===== config.mk =====
export PLATFORM = sky130hd
export DESIGN_NAME = i2c_stuck_recovery
export DESIGN_NICKNAME = d
export VERILOG_FILES = /design/src/rtl/i2c_rcv_pkg.sv /design/src/rtl/i2c_rcv_sync.sv /design/src/rtl/i2c_rcv_stuck_timer.sv /design/src/rtl/i2c_rcv_half_tick.sv /design/src/rtl/i2c_rcv_seq.sv /design/src/rtl/i2c_stuck_recovery.sv
export SDC_FILE = /design/constraint.sdc
export NUM_CORES = 1
export LEC_CHECK = 0
export BUFFER_PORTS_ARGS = -buffer_cell sky130_fd_sc_hd__clkbuf_2
export CAP_MARGIN = 20
export CORE_UTILIZATION = 55
export DETAILED_ROUTE_END_ITERATION = 12
export PLACE_DENSITY_LB_ADDON = 0.2
export SLEW_MARGIN = 20
export SYNTH_ARGS = -nofsm -noshare
export SYNTH_HDL_FRONTEND = slang
export SYNTH_SLANG_ARGS = --single-unit

===== constraint.sdc =====
create_clock -name clk_i -period 2.1 [get_ports clk_i]
set_input_delay 0.42 -clock clk_i [delete_from_list [all_inputs] [get_ports clk_i]]
set_output_delay 0.42 -clock clk_i [all_outputs]
set_load 0.1 [all_outputs]

===== src/rtl/i2c_rcv_pkg.sv =====
package i2c_rcv_pkg;
  typedef enum logic [2:0] {
    ST_IDLE,
    ST_CLK_LO,
    ST_CLK_HI,
    ST_STP_PRE,
    ST_STP_SDA,
    ST_STP_SCL,
    ST_STP_REL
  } rcv_state_e;
endpackage


===== src/rtl/i2c_rcv_sync.sv =====
module i2c_rcv_sync #(
  parameter int unsigned STAGES = 2,
  parameter int unsigned WIDTH  = 2
) (
  input  logic             clk_i,
  input  logic             rst_ni,
  input  logic [WIDTH-1:0] d_i,
  output logic [WIDTH-1:0] q_o
);
  // idle bus reads high
  if (STAGES <= 1) begin : g_single
    logic [WIDTH-1:0] r_q;
    always_ff @(posedge clk_i or negedge rst_ni)
      if (!rst_ni) r_q <= '1;
      else         r_q <= d_i;
    assign q_o = r_q;
  end else begin : g_chain
    localparam int unsigned CHW = STAGES * WIDTH;
    logic [CHW-1:0] chain_q;
    always_ff @(posedge clk_i or negedge rst_ni)
      if (!rst_ni) chain_q <= '1;
      else         chain_q <= {chain_q[CHW-WIDTH-1:0], d_i};
    assign q_o = chain_q[CHW-1 -: WIDTH];
  end
endmodule


===== src/rtl/i2c_rcv_stuck_timer.sv =====
module i2c_rcv_stuck_timer #(
  parameter int unsigned TIMEOUT_CYC = 1850000
) (
  input  logic clk_i,
  input  logic rst_ni,
  input  logic arm_i,
  input  logic scl_i,
  input  logic sda_i,
  output logic stuck_o
);
  localparam int unsigned CW = $clog2(TIMEOUT_CYC + 1);

  logic [CW-1:0] cnt_q;
  logic          any_low;

  assign any_low = !scl_i || !sda_i;
  assign stuck_o = arm_i && any_low && (cnt_q == CW'(TIMEOUT_CYC - 1));

  always_ff @(posedge clk_i or negedge rst_ni)
    if (!rst_ni)                 cnt_q <= '0;
    else if (!arm_i || !any_low) cnt_q <= '0;
    else if (stuck_o)            cnt_q <= '0;
    else                         cnt_q <= cnt_q + 1'b1;
endmodule


===== src/rtl/i2c_rcv_half_tick.sv =====
module i2c_rcv_half_tick #(
  parameter int unsigned HALF_CYC = 250
) (
  input  logic clk_i,
  input  logic rst_ni,
  input  logic run_i,
  output logic tick_o
);
  localparam int unsigned HW = $clog2(HALF_CYC + 1);

  logic [HW-1:0] cnt_q;

  assign tick_o = run_i && (cnt_q == HW'(HALF_CYC - 1));

  always_ff @(posedge clk_i or negedge rst_ni)
    if (!rst_ni)               cnt_q <= '0;
    else if (!run_i || tick_o) cnt_q <= '0;
    else                       cnt_q <= cnt_q + 1'b1;
endmodule


===== src/rtl/i2c_rcv_seq.sv =====
module i2c_rcv_seq
  import i2c_rcv_pkg::*;
#(
  parameter int unsigned MAX_PULSES = 16
) (
  input  logic clk_i,
  input  logic rst_ni,
  input  logic start_i,
  input  logic tick_i,
  input  logic scl_i,
  input  logic sda_i,
  output logic scl_drive_o,
  output logic sda_drive_o,
  output logic busy_o,
  output logic done_o,
  output logic fail_o
);
  localparam int unsigned PW = $clog2(MAX_PULSES + 1);

  rcv_state_e    state_q;
  logic [PW-1:0] pulse_q;
  logic          done_q, fail_q;
  logic          bus_free;

  assign bus_free = scl_i && sda_i;

  always_ff @(posedge clk_i or negedge rst_ni)
    if (!rst_ni) begin
      state_q <= ST_IDLE;
      pulse_q <= '0;
      done_q  <= 1'b0;
      fail_q  <= 1'b0;
    end else begin
      unique case (state_q)
        ST_IDLE: if (start_i) begin
          state_q <= ST_CLK_LO;
          pulse_q <= '0;
          done_q  <= 1'b0;
          fail_q  <= 1'b0;
        end
        ST_CLK_LO: if (tick_i) begin
          state_q <= ST_CLK_HI;
          pulse_q <= pulse_q + 1'b1;
        end
        ST_CLK_HI: if (tick_i) begin
          // early exit once the slave has let go
          if (bus_free || pulse_q == PW'(MAX_PULSES)) state_q <= ST_STP_PRE;
          else                                        state_q <= ST_CLK_LO;
        end
        ST_STP_PRE: if (tick_i) state_q <= ST_STP_SDA;
        ST_STP_SDA: if (tick_i) state_q <= ST_STP_SCL;
        ST_STP_SCL: if (tick_i) state_q <= ST_STP_REL;
        ST_STP_REL: if (tick_i) begin
          state_q <= ST_IDLE;
          done_q  <= bus_free;
          fail_q  <= !bus_free;
        end
        default: state_q <= ST_IDLE;
      endcase
    end

  always_comb begin
    scl_drive_o = 1'b0;
    sda_drive_o = 1'b0;
    unique case (state_q)
      ST_CLK_LO:  scl_drive_o = 1'b1;
      ST_STP_PRE: scl_drive_o = 1'b1;
      ST_STP_SDA: begin scl_drive_o = 1'b1; sda_drive_o = 1'b1; end
      ST_STP_SCL: sda_drive_o = 1'b1;
      default: ;
    endcase
  end

  assign busy_o = (state_q != ST_IDLE);
  assign done_o = done_q;
  assign fail_o = fail_q;
endmodule


===== src/rtl/i2c_stuck_recovery.sv =====
module i2c_stuck_recovery #(
  parameter int unsigned CLK_FREQ_HZ = 50000000,
  parameter int unsigned STUCK_MS    = 37,
  parameter int unsigned SCL_FREQ_HZ = 100000,
  parameter int unsigned MAX_PULSES  = 16,
  parameter int unsigned SYNC_STAGES = 2
) (
  input  logic clk_i,
  input  logic rst_ni,
  input  logic scl_i,
  input  logic sda_i,
  output logic scl_drive_o,
  output logic sda_drive_o,
  output logic disconnect_o,
  output logic done_o,
  output logic fail_o
);
  localparam int unsigned TIMEOUT_CYC = (CLK_FREQ_HZ / 1000) * STUCK_MS;
  localparam int unsigned HALF_CYC    = CLK_FREQ_HZ / (2 * SCL_FREQ_HZ);

  logic scl_s, sda_s;
  logic busy, stuck, tick;

  i2c_rcv_sync #(.STAGES(SYNC_STAGES), .WIDTH(2)) u_sync (
    .clk_i (clk_i),
    .rst_ni(rst_ni),
    .d_i   ({scl_i, sda_i}),
    .q_o   ({scl_s, sda_s})
  );

  i2c_rcv_stuck_timer #(.TIMEOUT_CYC(TIMEOUT_CYC)) u_timer (
    .clk_i  (clk_i),
    .rst_ni (rst_ni),
    .arm_i  (!busy),
    .scl_i  (scl_s),
    .sda_i  (sda_s),
    .stuck_o(stuck)
  );

  i2c_rcv_half_tick #(.HALF_CYC(HALF_CYC)) u_tick (
    .clk_i (clk_i),
    .rst_ni(rst_ni),
    .run_i (busy),
    .tick_o(tick)
  );

  i2c_rcv_seq #(.MAX_PULSES(MAX_PULSES)) u_seq (
    .clk_i      (clk_i),
    .rst_ni     (rst_ni),
    .start_i    (stuck),
    .tick_i     (tick),
    .scl_i      (scl_s),
    .sda_i      (sda_s),
    .scl_drive_o(scl_drive_o),
    .sda_drive_o(sda_drive_o),
    .busy_o     (busy),
    .done_o     (done_o),
    .fail_o     (fail_o)
  );

  assign disconnect_o = busy;
endmodule


==> results of run 1 <==
[area by class of cell]
cell class / count / area (µm²) / share of cell area [%]
clock buffers: 6 / 82.58 / 3.383
clock inverters: 2 / 35.03 / 1.435
inverters: 14 / 52.55 / 2.153
multi-input cells: 164 / 1072 / 43.93
flip-flops and latches: 43 / 1081 / 44.29
well taps: 48 / 60.06 / 2.460
repair buffers: 10 / 57.56 / 2.358
[final timing paths]
| check | start | end | slack, ns | cells after the start |
|---|---|---|---|---|
| worst min-delay path | rst_ni | u_seq.pulse_q[2]$_DFFE_PN0P_ | 0.17 | 2 |
| max in group asynchronous | rst_ni | u_timer.cnt_q[16]$_DFF_PN0_ | 1.53 | 2 |
| worst max-delay path | u_seq.state_q[1]$_DFFE_PN0P_ | scl_drive_o | 0.12 | 4 |
| min in group clk_i | sda_i | u_sync.g_chain.chain_q[0]$_DFF_PN1_ | 0.20 | 1 |
| worst min register to register | u_sync.g_chain.chain_q[0]$_DFF_PN1_ | u_sync.g_chain.chain_q[2]$_DFF_PN1_ | 0.37 | 0 |
| worst max register to register | u_timer.cnt_q[0]$_DFF_PN0_ | u_timer.cnt_q[20]$_DFF_PN0_ | 0.37 | 5 |
[report_power, final]
| part | total [mW] | leakage [nW] | switching [mW] | internal, mW |
|---|---|---|---|---|
| combinational | 0.0772 | 0.418 | 0.0458 | 0.0314 |
| sequential | 0.892 | 0.582 | 0.0315 | 0.861 |
| clock | 0.668 | 0.0612 | 0.283 | 0.385 |
| total | 1.64 | 1.06 | 0.360 | 1.28 |
[per-layer routing]
metal | up-vias | part of all wire, % | track usage [%]
met2 | 26 | 45 | 34.31
met1 | 792 | 51 | 28.83
met4 | 0 | 1.0 | 5.851
met5 | - | 0 | 0
li1 | 830 | - | -
met3 | 5 | 3.2 | 5.862
[registers in the layout, indices dropped and copies added (netlist names)]
| register | count |
|---|---|
| u_seq.state_q | 3 |
| u_seq.done_o | 1 |
| u_seq.fail_o | 1 |
| u_timer.cnt_q | 21 |
| u_sync.g_chain.chain_q | 4 |
| u_seq.pulse_q | 5 |
| u_tick.cnt_q | 8 |
[synth_stat cells, drive strengths merged]
| cell type | n |
|---|---|
| a21o | 1 |
| a31oi | 1 |
| o31a | 2 |
| dfrtp | 39 |
| nand4 | 11 |
| and3b | 1 |
| nor2b | 2 |
| a41oi | 1 |
| nand4b | 1 |
| o21ai | 19 |
| and4 | 5 |
| nor4b | 1 |
| inv | 14 |
| o211ai | 4 |
| nand3 | 16 |
| nor3b | 1 |
| nor3 | 4 |
| and2 | 3 |
| and3 | 5 |
| nand3b | 4 |
| xor2 | 12 |
| o22ai | 1 |
| ha | 5 |
| nand2 | 16 |
| nand2b | 1 |
| o21a | 1 |
| xnor2 | 4 |
| or3 | 7 |
| a32o | 1 |
| dfstp | 4 |
| buf | 7 |
| nor4bb | 1 |
| a21oi | 10 |
| nor2 | 22 |
| o311ai | 1 |
| clkbuf | 1 |
[worst reg2reg max path, stage by stage, from the launching register on]
cell	delay (ns)
dfrtp_1	0.39
ha_1	0.21
and4_1	0.37
nand4_4	0.17
or3_1	0.39
a21oi_2	0.13
[layout by cell type, fill, tap and decap left out, drive strengths merged]
master / count
a32o: 1
clkinv: 1
o211ai: 4
xnor2: 4
nor4b: 1
bufinv: 1
a21oi: 10
nor3: 4
nor2b: 2
nand3b: 4
dfstp: 4
or3: 7
clkbuf: 13
o22ai: 1
o21ai: 19
nand2: 16
o21a: 1
xor2: 12
and4: 5
a31oi: 1
nor3b: 1
and3: 5
nand3: 16
and3b: 1
dfrtp: 39
nand2b: 1
a41oi: 1
nand4: 11
and2: 3
inv: 14
a21o: 1
ha: 5
nand4b: 1
nor2: 22
nor4bb: 1
o311ai: 1
buf: 3
o31a: 2
[logic make-up (layout without fill, tap and decap cells)]
kind of cell / after synthesis / in the layout / share of synthesized area, %
buffers and inverters: 22 / 32 / 5.096
AOI/OAI and AO/OA: 42 / 42 / 11.36
xor gates and xnor gates: 16 / 16 / 6.205
adders and majority gates: 5 / 5 / 2.770
DFF: 43 / 43 / 47.87
and+or+nand+nor: 101 / 101 / 26.70
[through the flow]
stage	hold WS, ns	std cells
finish	0.1736	287
global route	0.1838	287
CTS	0.1926	287
detailed placement	0.3550	279
global placement	0.3478	279
floorplan	0.1244	229
[repair_timing]
action	in CTS	in global routing
buffers inserted	0	0
setup endpoints to repair	1	1
pin swaps	0	0
resized for setup	1	2
==> results.py, run 1 <==
metrics = {
    "run_status": {
        "status": "completed",
    },
    "floorplan": {
        "core-area_um2": 3799,
        "die_w_um": 66.08,
        "start_util_pct": 59.45,
        "fp.dieH_um": 66.08,
        "rows": 22,
        "ioPinCount": 9,
        "dieArea_um2": 4367,
    },
    "timing": {
        "setup_violations": 0,
        "fin_ws_ns": 0.1240,
        "fin_skew_ns": 0.009484,
        "max_slew_margin_pct": 62.98,
        "period_minus_slack_ns": 1.976,
        "rsz0062_at_grt": "no",
        "fin_crit_sh_pct": 94.10,
        "hold_viol_final": 0,
        "fmax_ghz": 0.5061,
        "final_max_slew_viol_count": 0,
        "setup_tns_ns": 0,
        "tightest_slew_ns": 0.5516,
    },
    "detailed_routing": {
        "ant_nets": 0,
        "via_per_inst": 5.760,
        "initialDrtViolationCount": 94,
        "post-route-drc-count": 0,
        "drt_first_pass_iters": 4,
        "routed_wl_um": 3965,
        "vias": 1653,
        "wire_per_inst_um": 13.82,
    },
    "logic_synthesis": {
        "ys_seq_area_share_pct": 47.87,
        "synth_cells": 229,
        "synth_nets": 238,
        "yosysUniqueCellTypes": 47,
        "ys_ff_latch": 43,
        "synth_area_um2": 2258,
        "yosys-top-cells-area": "dfrtp_1 (43%), dfstp_2 (4.7%), xor2_1 (4.7%)",
        "syn_area_per_cell_um2": 9.862,
        "synth_top_area_cell": "dfrtp_1",
        "yosys_warnings": 0,
        "netlist.area_leader.share_pct": 43.21,
    },
    "power_and_ir_drop": {
        "power_leakage_nw": 1.061,
        "power_mw": 1.638,
        "vdd_drop_max_v": 0.0005468,
        "power.density_nw_per_um2": 670.9,
    },
    "cts": {
        "cts_hold_buf": 0,
        "htreeDepth": 2,
        "cts_buffer_depth": 2,
        "clk_latency_ns": 0.30,
        "cts_made_buffers": 5,
        "cts-root-buf": "clkbuf_8",
        "numClockSinks": 43,
        "clk_pin_slew_ns": 0.08,
        "tritoncts": "done",
    },
    "worst_setup_path": {
        "critPathCaptureType": "primary output",
        "arrival_ns": 1.56,
        "critPathBufInv": 2,
        "required_ns": 1.68,
        "startpoint_type": "flop",
        "critPathTopFamily": "buffers and inverters",
        "worstPathCellList": "inv_1 -> nand2_1 -> o21ai_2 -> buf_2",
        "critPathSlowestCell": "dfrtp_1",
        "slowest_delay_ns": 0.49,
        "cp_max_fo": 8,
        "crit_type": "flop to primary output",
    },
    "finish": {
        "n_antenna_cell": 0,
        "syn_to_final_growth_pct": 8.089,
        "fin_area_um2": 2441,
        "drive_above_1_share_pct": 15.06,
        "fillers": 337,
        "nets": 247,
        "utilization_pct": 64.26,
    },
    "min_path": {
        "worstHoldPathType": "input port to async pin",
    },
    "place": {
        "gp_congestion": 0.7978,
        "hpwl_um": 2781,
        "port_buffers": 8,
        "post-place-ws_ns": 0.3307,
        "place_area_um2": 2315,
    },
    "global_route": {
        "grt_use_total_pct": 21.52,
        "grt_pass1_vias": 1627,
        "overflow": 0,
        "antenna_found_initial": 0,
        "grt_max_degree": 44,
        "grt_pass1_wl_um": 7100,
    },
    "flow_run": {
        "drv_cap": 0,
    },
}
Note: power is estimated with default switching activity, not from simulation.
==> run 2: changes to the inputs <==
--- a/config.mk
+++ b/config.mk
@@ -5,6 +5,7 @@
 export SDC_FILE = /design/constraint.sdc
 export NUM_CORES = 1
 export LEC_CHECK = 0
+export ABC_AREA = 1
 export BUFFER_PORTS_ARGS = -buffer_cell sky130_fd_sc_hd__clkbuf_2
 export CAP_MARGIN = 20
 export CORE_UTILIZATION = 55
==> run 2 against run 1 <==
Wire length rose by 12%. Worst setup slack improved by 0.038 ns. Die area grew 8.1%. Highest routed layer unchanged. Clock skew fell by 0.0021 ns. Largest power group unchanged. First-iteration DRC count fell by 13%. Largest cell class is now multi-input gates. Sequential share of layout area decreased by 3.2 points.
==> results.py, run 2 <==
metrics = {
    "run_status": {
        "status": "completed",
    },
    "logic_synthesis": {
        "yosys.area_share.simple_pct": 36.68,
        "yosys-top-cells-area": "dfrtp_1 (40%), nand2_1 (11%), nor2_1 (8.1%)",
        "syn_area_per_cell_um2": 7.668,
        "synth_area_um2": 2446,
        "synth-edff-count": 0,
        "synth_cells": 319,
        "synth-compound-area-share_pct": 5.882,
        "yosys_warnings": 0,
        "ys_ff_latch": 43,
        "async_flop_share_pct": 100.0,
        "synth_top_flop_cell": "dfrtp_1",
        "synth_nets": 328,
        "synth_top_area_cell": "dfrtp_1",
        "synth_mux_area_share_pct": 0,
        "yosysMostFrequentCell": "nand2_1",
        "yosysUniqueCellTypes": 31,
        "synth_top_family_by_area": "simple AND/OR/NAND/NOR gates",
        "synth_commonest_cells": "nand2_1 (74), nor2_1 (53), dfrtp_1 (39)",
        "synthAdderAreaFrac_pct": 2.558,
        "ys_seq_area_share_pct": 44.19,
        "synth_xor_area_share_pct": 3.223,
        "netlist.area_leader.share_pct": 39.90,
    },
    "place": {
        "port_buffers": 8,
        "hpwl_um": 3247,
        "gp_congestion": 0.8957,
        "place_area_um2": 2541,
        "post-place-ws_ns": 0.4488,
    },
    "worst_setup_path": {
        "required_ns": 1.68,
        "critPathCaptureType": "primary output",
        "crit_type": "flop to primary output",
        "cp_max_fo": 10,
        "rr_worst_depth": 8,
        "reg2reg_to": "u_timer.cnt_q[17]$_DFF_PN0_",
        "r2r_slack_ns": 0.45,
        "arrival_ns": 1.52,
        "timing.rr.start": "u_seq.state_q[0]$_DFFE_PN0P_",
        "startpoint_type": "flop",
    },
    "finish": {
        "drive_above_1_share_pct": 16.87,
        "regMostFlops": "u_timer.cnt_q",
        "fin_area_um2": 2629,
        "top_regs": "u_timer.cnt_q x21, u_tick.cnt_q x8, u_seq.pulse_q x5",
        "largest_reg_flops": 21,
        "final_common_cell": "nand2_1",
        "n_antenna_cell": 0,
        "syn_to_final_growth_pct": 7.468,
        "nets": 341,
        "most-common-layout-cells": "nand2_1 (74), nor2_1 (52), dfrtp_1 (39)",
    },
    "global_route": {
        "grt_pass1_vias": 1709,
        "grt_max_degree": 44,
        "grt_use_total_pct": 21.77,
        "grt_pass1_wl_um": 7493,
        "overflow": 0,
        "antenna_found_initial": 0,
    },
    "power_and_ir_drop": {
        "vdd_drop_max_v": 0.0004338,
        "power_leakage_nw": 1.231,
        "power.density_nw_per_um2": 580.1,
        "power_mw": 1.525,
    },
    "detailed_routing": {
        "wire_per_inst_um": 11.58,
        "vias": 1953,
        "post-route-drc-count": 0,
        "initialDrtViolationCount": 82,
        "via_per_inst": 5.113,
        "routed_wl_um": 4422,
        "ant_nets": 0,
        "drt_first_pass_iters": 4,
    },
    "timing": {
        "fmax_ghz": 0.5160,
        "rsz0062_at_grt": "no",
        "final_max_slew_viol_count": 0,
        "setup_violations": 0,
        "fin_ws_ns": 0.1621,
        "max_slew_margin_pct": 64.01,
        "setup_tns_ns": 0,
        "fin_skew_ns": 0.007432,
        "holdWs_ns": 0.1928,
        "fin_crit_sh_pct": 92.28,
        "hold_viol_final": 0,
        "period_minus_slack_ns": 1.938,
        "tightest_slew_ns": 0.5399,
    },
    "floorplan": {
        "die_w_um": 68.69,
        "start_util_pct": 59.03,
        "ioPinCount": 9,
        "fp.dieH_um": 68.69,
        "rows": 23,
        "core-area_um2": 4144,
        "dieArea_um2": 4718,
    },
    "min_path": {
        "worstHoldPathType": "input port to async pin",
    },
    "cts": {
        "cts_setup_buffers": 0,
        "htreeDepth": 2,
        "cts-root-buf": "clkbuf_8",
        "clk_latency_ns": 0.29,
        "numClockSinks": 43,
        "post_cts_resized": 0,
        "tritoncts": "done",
        "cts_made_buffers": 5,
        "cts_hold_buf": 0,
        "clk_pin_slew_ns": 0.08,
        "cts_buffer_depth": 2,
    },
    "flow_run": {
        "drv_cap": 0,
    },
}
==> run 2: cells by family (layout without fill, tap and decap cells) <==
kind of cell,after synthesis,after routing
buffers and inverters,44,57
XOR/XNOR,9,9
AND/OR/NAND/NOR,195,195
flip-flops,43,43
AO/OA/AOI/OAI,23,23
adder cells (fa/ha/maj),5,5
==> run 2: layout make-up <==
class | instances | area, µm²
Sequential cell | 43 | 1081
Fill cell | 390 | 1515
Timing Repair Buffer | 10 | 57.56
Inverter | 40 | 151.4
Tap cell | 50 | 62.56
Multi-Input combinational cell | 232 | 1189
Clock buffer | 6 | 82.58
Clock inverter | 1 | 5.005
==> run 2: worst max-delay path by stage <==
stage               slack, ns                          from                      endpoint  cells after the start
global route             0.09  u_seq.state_q[2]$_DFFE_PN0P_                  disconnect_o                      3
CTS                      0.15  u_seq.state_q[0]$_DFFE_PN0P_                  disconnect_o                      3
floorplan                0.34  u_seq.state_q[0]$_DFFE_PN0P_                   scl_drive_o                      3
global placement         0.48    u_timer.cnt_q[0]$_DFF_PN0_  u_seq.pulse_q[4]$_DFFE_PN0P_                      8
detailed placement       0.45    u_timer.cnt_q[0]$_DFF_PN0_  u_seq.pulse_q[3]$_DFFE_PN0P_                      8
finish                   0.16  u_seq.state_q[0]$_DFFE_PN0P_                  disconnect_o                      3
==> run 2: critical path: stages, from the launching register on <==
cell      delay [ns]
dfrtp_1         0.58
nor2_4          0.08
nand2_2         0.11
clkbuf_2        0.47
==> run 2: report_power, final <==
group	internal [mW]	switching (mW)
clock	0.258	0.265
sequential	0.861	0.0328
combinational	0.0369	0.0708
==> run 2: routing by layer <==
metal	part of all wire (%)	wire, µm	GRT usage, %	vias to the layer above
met2	46	2050	34.56	27
met5	0	0	0	-
met3	3.3	147	5.921	5
met1	49	2178	29.52	893
li1	-	-	-	1028
met4	1.0	46	5.357	0
==> run 2: metrics by stage <==
step | std cells | util, %
after global routing | 382 | 63.44
after global placement | 375 | 61.32
final | 382 | 63.44
after CTS | 382 | 63.44
after detailed placement | 375 | 61.32
after floorplan | 319 | -
==> run 3: changes to the inputs <==
--- a/config.mk
+++ b/config.mk
@@ -10,6 +10,7 @@
 export CAP_MARGIN = 20
 export CORE_UTILIZATION = 55
 export DETAILED_ROUTE_END_ITERATION = 12
+export GPL_ROUTABILITY_DRIVEN = 0
 export PLACE_DENSITY_LB_ADDON = 0.2
 export SLEW_MARGIN = 20
 export SYNTH_ARGS = -nofsm -noshare
==> constraint.sdc (replaced) <==
create_clock -name clk_i -period 2.1 [get_ports clk_i]
set_input_delay 0 -clock clk_i [delete_from_list [all_inputs] [get_ports clk_i]]
set_output_delay 0 -clock clk_i [all_outputs]
set_load 0.1 [all_outputs]
==> run 3 against run 2 <==
Design area grew 2.2%. Critical path type is now flop to flop. Worst setup slack better by 0.19 ns. Hold slack got worse by 0.043 ns. Die area unchanged. Critical path depth rose by 5. Non-clock buffer count is 4 higher. Count of clock-buffer cells in the layout did not move. Largest power group unchanged.
==> results.py, run 3 (same netlist as run 2, synthesis figures left out) <==
metrics = {
    "finish": {
        "fin_area_um2": 2688,
        "most-common-layout-cells": "nand2_1 (74), nor2_1 (53), dfrtp_1 (39)",
        "syn_to_final_growth_pct": 9.872,
        "utilization_pct": 64.86,
        "n_antenna_cell": 0,
        "fillers": 387,
        "top_regs": "u_timer.cnt_q x21, u_tick.cnt_q x8, u_seq.pulse_q x5",
        "regMostFlops": "u_timer.cnt_q",
        "drive_above_1_share_pct": 16.62,
        "nets": 345,
        "final_cell_count_no_fill": 387,
        "largest_reg_flops": 21,
        "final_common_cell": "nand2_1",
    },
    "floorplan": {
        "start_util_pct": 59.03,
        "ioPinCount": 9,
        "dieArea_um2": 4718,
        "core-area_um2": 4144,
        "rows": 23,
        "fp.dieH_um": 68.69,
        "die_w_um": 68.69,
    },
    "power_and_ir_drop": {
        "power_leakage_nw": 1.262,
        "vdd_drop_max_v": 0.0004380,
        "power_mw": 1.686,
        "power.density_nw_per_um2": 627.4,
    },
    "cts": {
        "clk_pin_slew_ns": 0.08,
        "numClockSinks": 43,
        "htreeDepth": 2,
        "clk_latency_ns": 0.30,
        "tritoncts": "done",
        "cts_buffer_depth": 2,
        "cts_made_buffers": 5,
        "cts-root-buf": "clkbuf_8",
        "cts_setup_buffers": 0,
    },
    "place": {
        "port_buffers": 8,
        "dp_cells": 376,
        "place_area_um2": 2540,
        "post-place-ws_ns": 0.3588,
        "hpwl_um": 3430,
    },
    "timing": {
        "period_minus_slack_ns": 1.751,
        "fin_ws_ns": 0.3487,
        "setup_tns_ns": 0,
        "fmax_ghz": 0.5710,
        "fin_skew_ns": 0.005901,
        "fin_crit_sh_pct": 83.39,
        "holdWs_ns": 0.1501,
        "final_max_slew_viol_count": 0,
        "rsz0062_at_grt": "no",
        "hold_viol_final": 0,
        "max_slew_margin_pct": 62.90,
        "setup_violations": 0,
        "tightest_slew_ns": 0.5565,
    },
    "detailed_routing": {
        "via_per_inst": 5.189,
        "routed_wl_um": 4764,
        "drt_first_pass_iters": 4,
        "post-route-drc-count": 0,
        "wire_per_inst_um": 12.31,
        "ant_nets": 0,
        "vias": 2008,
        "initialDrtViolationCount": 124,
    },
    "worst_setup_path": {
        "crit_top_cell": "nand2_1",
        "cp_max_fo": 12,
        "critPathCaptureType": "flop",
        "critPathBufInv": 0,
        "slowest_delay_ns": 0.39,
        "worstPathCellList": "ha_1 -> nand3_1 -> nor2_1 -> nand3_1 -> nand2_1 -> nand2_2 -> nand2_1 -> nand2_1",
        "critPathTopFamily": "simple AND/OR/NAND/NOR gates",
        "crit_type": "flop to flop",
        "required_ns": 2.30,
        "arrival_ns": 1.95,
        "startpoint_type": "flop",
        "critPathSlowestCell": "dfrtp_1",
    },
    "global_route": {
        "grt_pass1_vias": 1848,
        "grt_use_total_pct": 23.03,
        "overflow": 0,
        "antenna_found_initial": 0,
        "grt_pass1_wl_um": 7941,
        "grt_max_degree": 19,
    },
    "flow_run": {
        "drv_cap": 0,
    },
    "min_path": {
        "worstHoldPathType": "input port to async pin",
    },
    "run_status": {
        "status": "completed",
    },
}
[run 3: changes by cell type in the layout (fill, tap and decap cells not counted)]
cell | previous run | this run
dlygate4sd3_1 | 0 | 3
nor2_2 | 6 | 5
o21ai_2 | 1 | 0
nor2_1 | 52 | 53
o21ai_1 | 1 | 2
clkbuf_2 | 7 | 8
bufinv_16 | 0 | 1
[run 3: timing repair]
action / 4_1_cts / 5_1_grt
hold buffers: 3 / 0
endpoints found under the hold margin: 27 / 0
gates resized for setup: 0 / 0
[run 3: report_power, final]
part / internal [mW] / total, mW / switching [mW] / leakage, nW
combinational: 0.0403 / 0.113 / 0.0731 / 0.619
clock: 0.385 / 0.677 / 0.292 / 0.0612
sequential: 0.861 / 0.896 / 0.0349 / 0.582
total: 1.29 / 1.69 / 0.400 / 1.26
[run 3: layer usage]
layer,track usage [%],part of all wire (%),vias to the layer above
met5,0,0,-
met4,9.949,0.84,0
met3,4.934,4.0,4
met2,38.97,49,34
met1,28.20,46,930
li1,-,-,1040
[run 3: area by class of cell]
class                           count  area, µm²  area share, %
Timing Repair Buffer               14      92.59          3.445
Inverter                           40      151.4          5.633
Clock inverter                      2      35.03          1.304
Sequential cell                    43       1081          40.22
Multi-Input combinational cell    232       1182          43.99
Clock buffer                        6      82.58          3.073
Tap cell                           50      62.56          2.328
[run 3: path summary, 6_finish.rpt]
check | start | to | slack, ns | cells past startpoint
min reg2reg | u_sync.g_chain.chain_q[1]$_DFF_PN1_ | u_sync.g_chain.chain_q[3]$_DFF_PN1_ | 0.36 | 0
max in group asynchronous | rst_ni | u_timer.cnt_q[20]$_DFF_PN0_ | 1.36 | 3
max | u_timer.cnt_q[0]$_DFF_PN0_ | u_seq.pulse_q[1]$_DFFE_PN0P_ | 0.35 | 8
min in group clk_i | scl_i | u_sync.g_chain.chain_q[1]$_DFF_PN1_ | 0.33 | 2
max reg2reg | u_timer.cnt_q[0]$_DFF_PN0_ | u_seq.pulse_q[1]$_DFFE_PN0P_ | 0.35 | 8
min | rst_ni | u_seq.pulse_q[2]$_DFFE_PN0P_ | 0.15 | 2
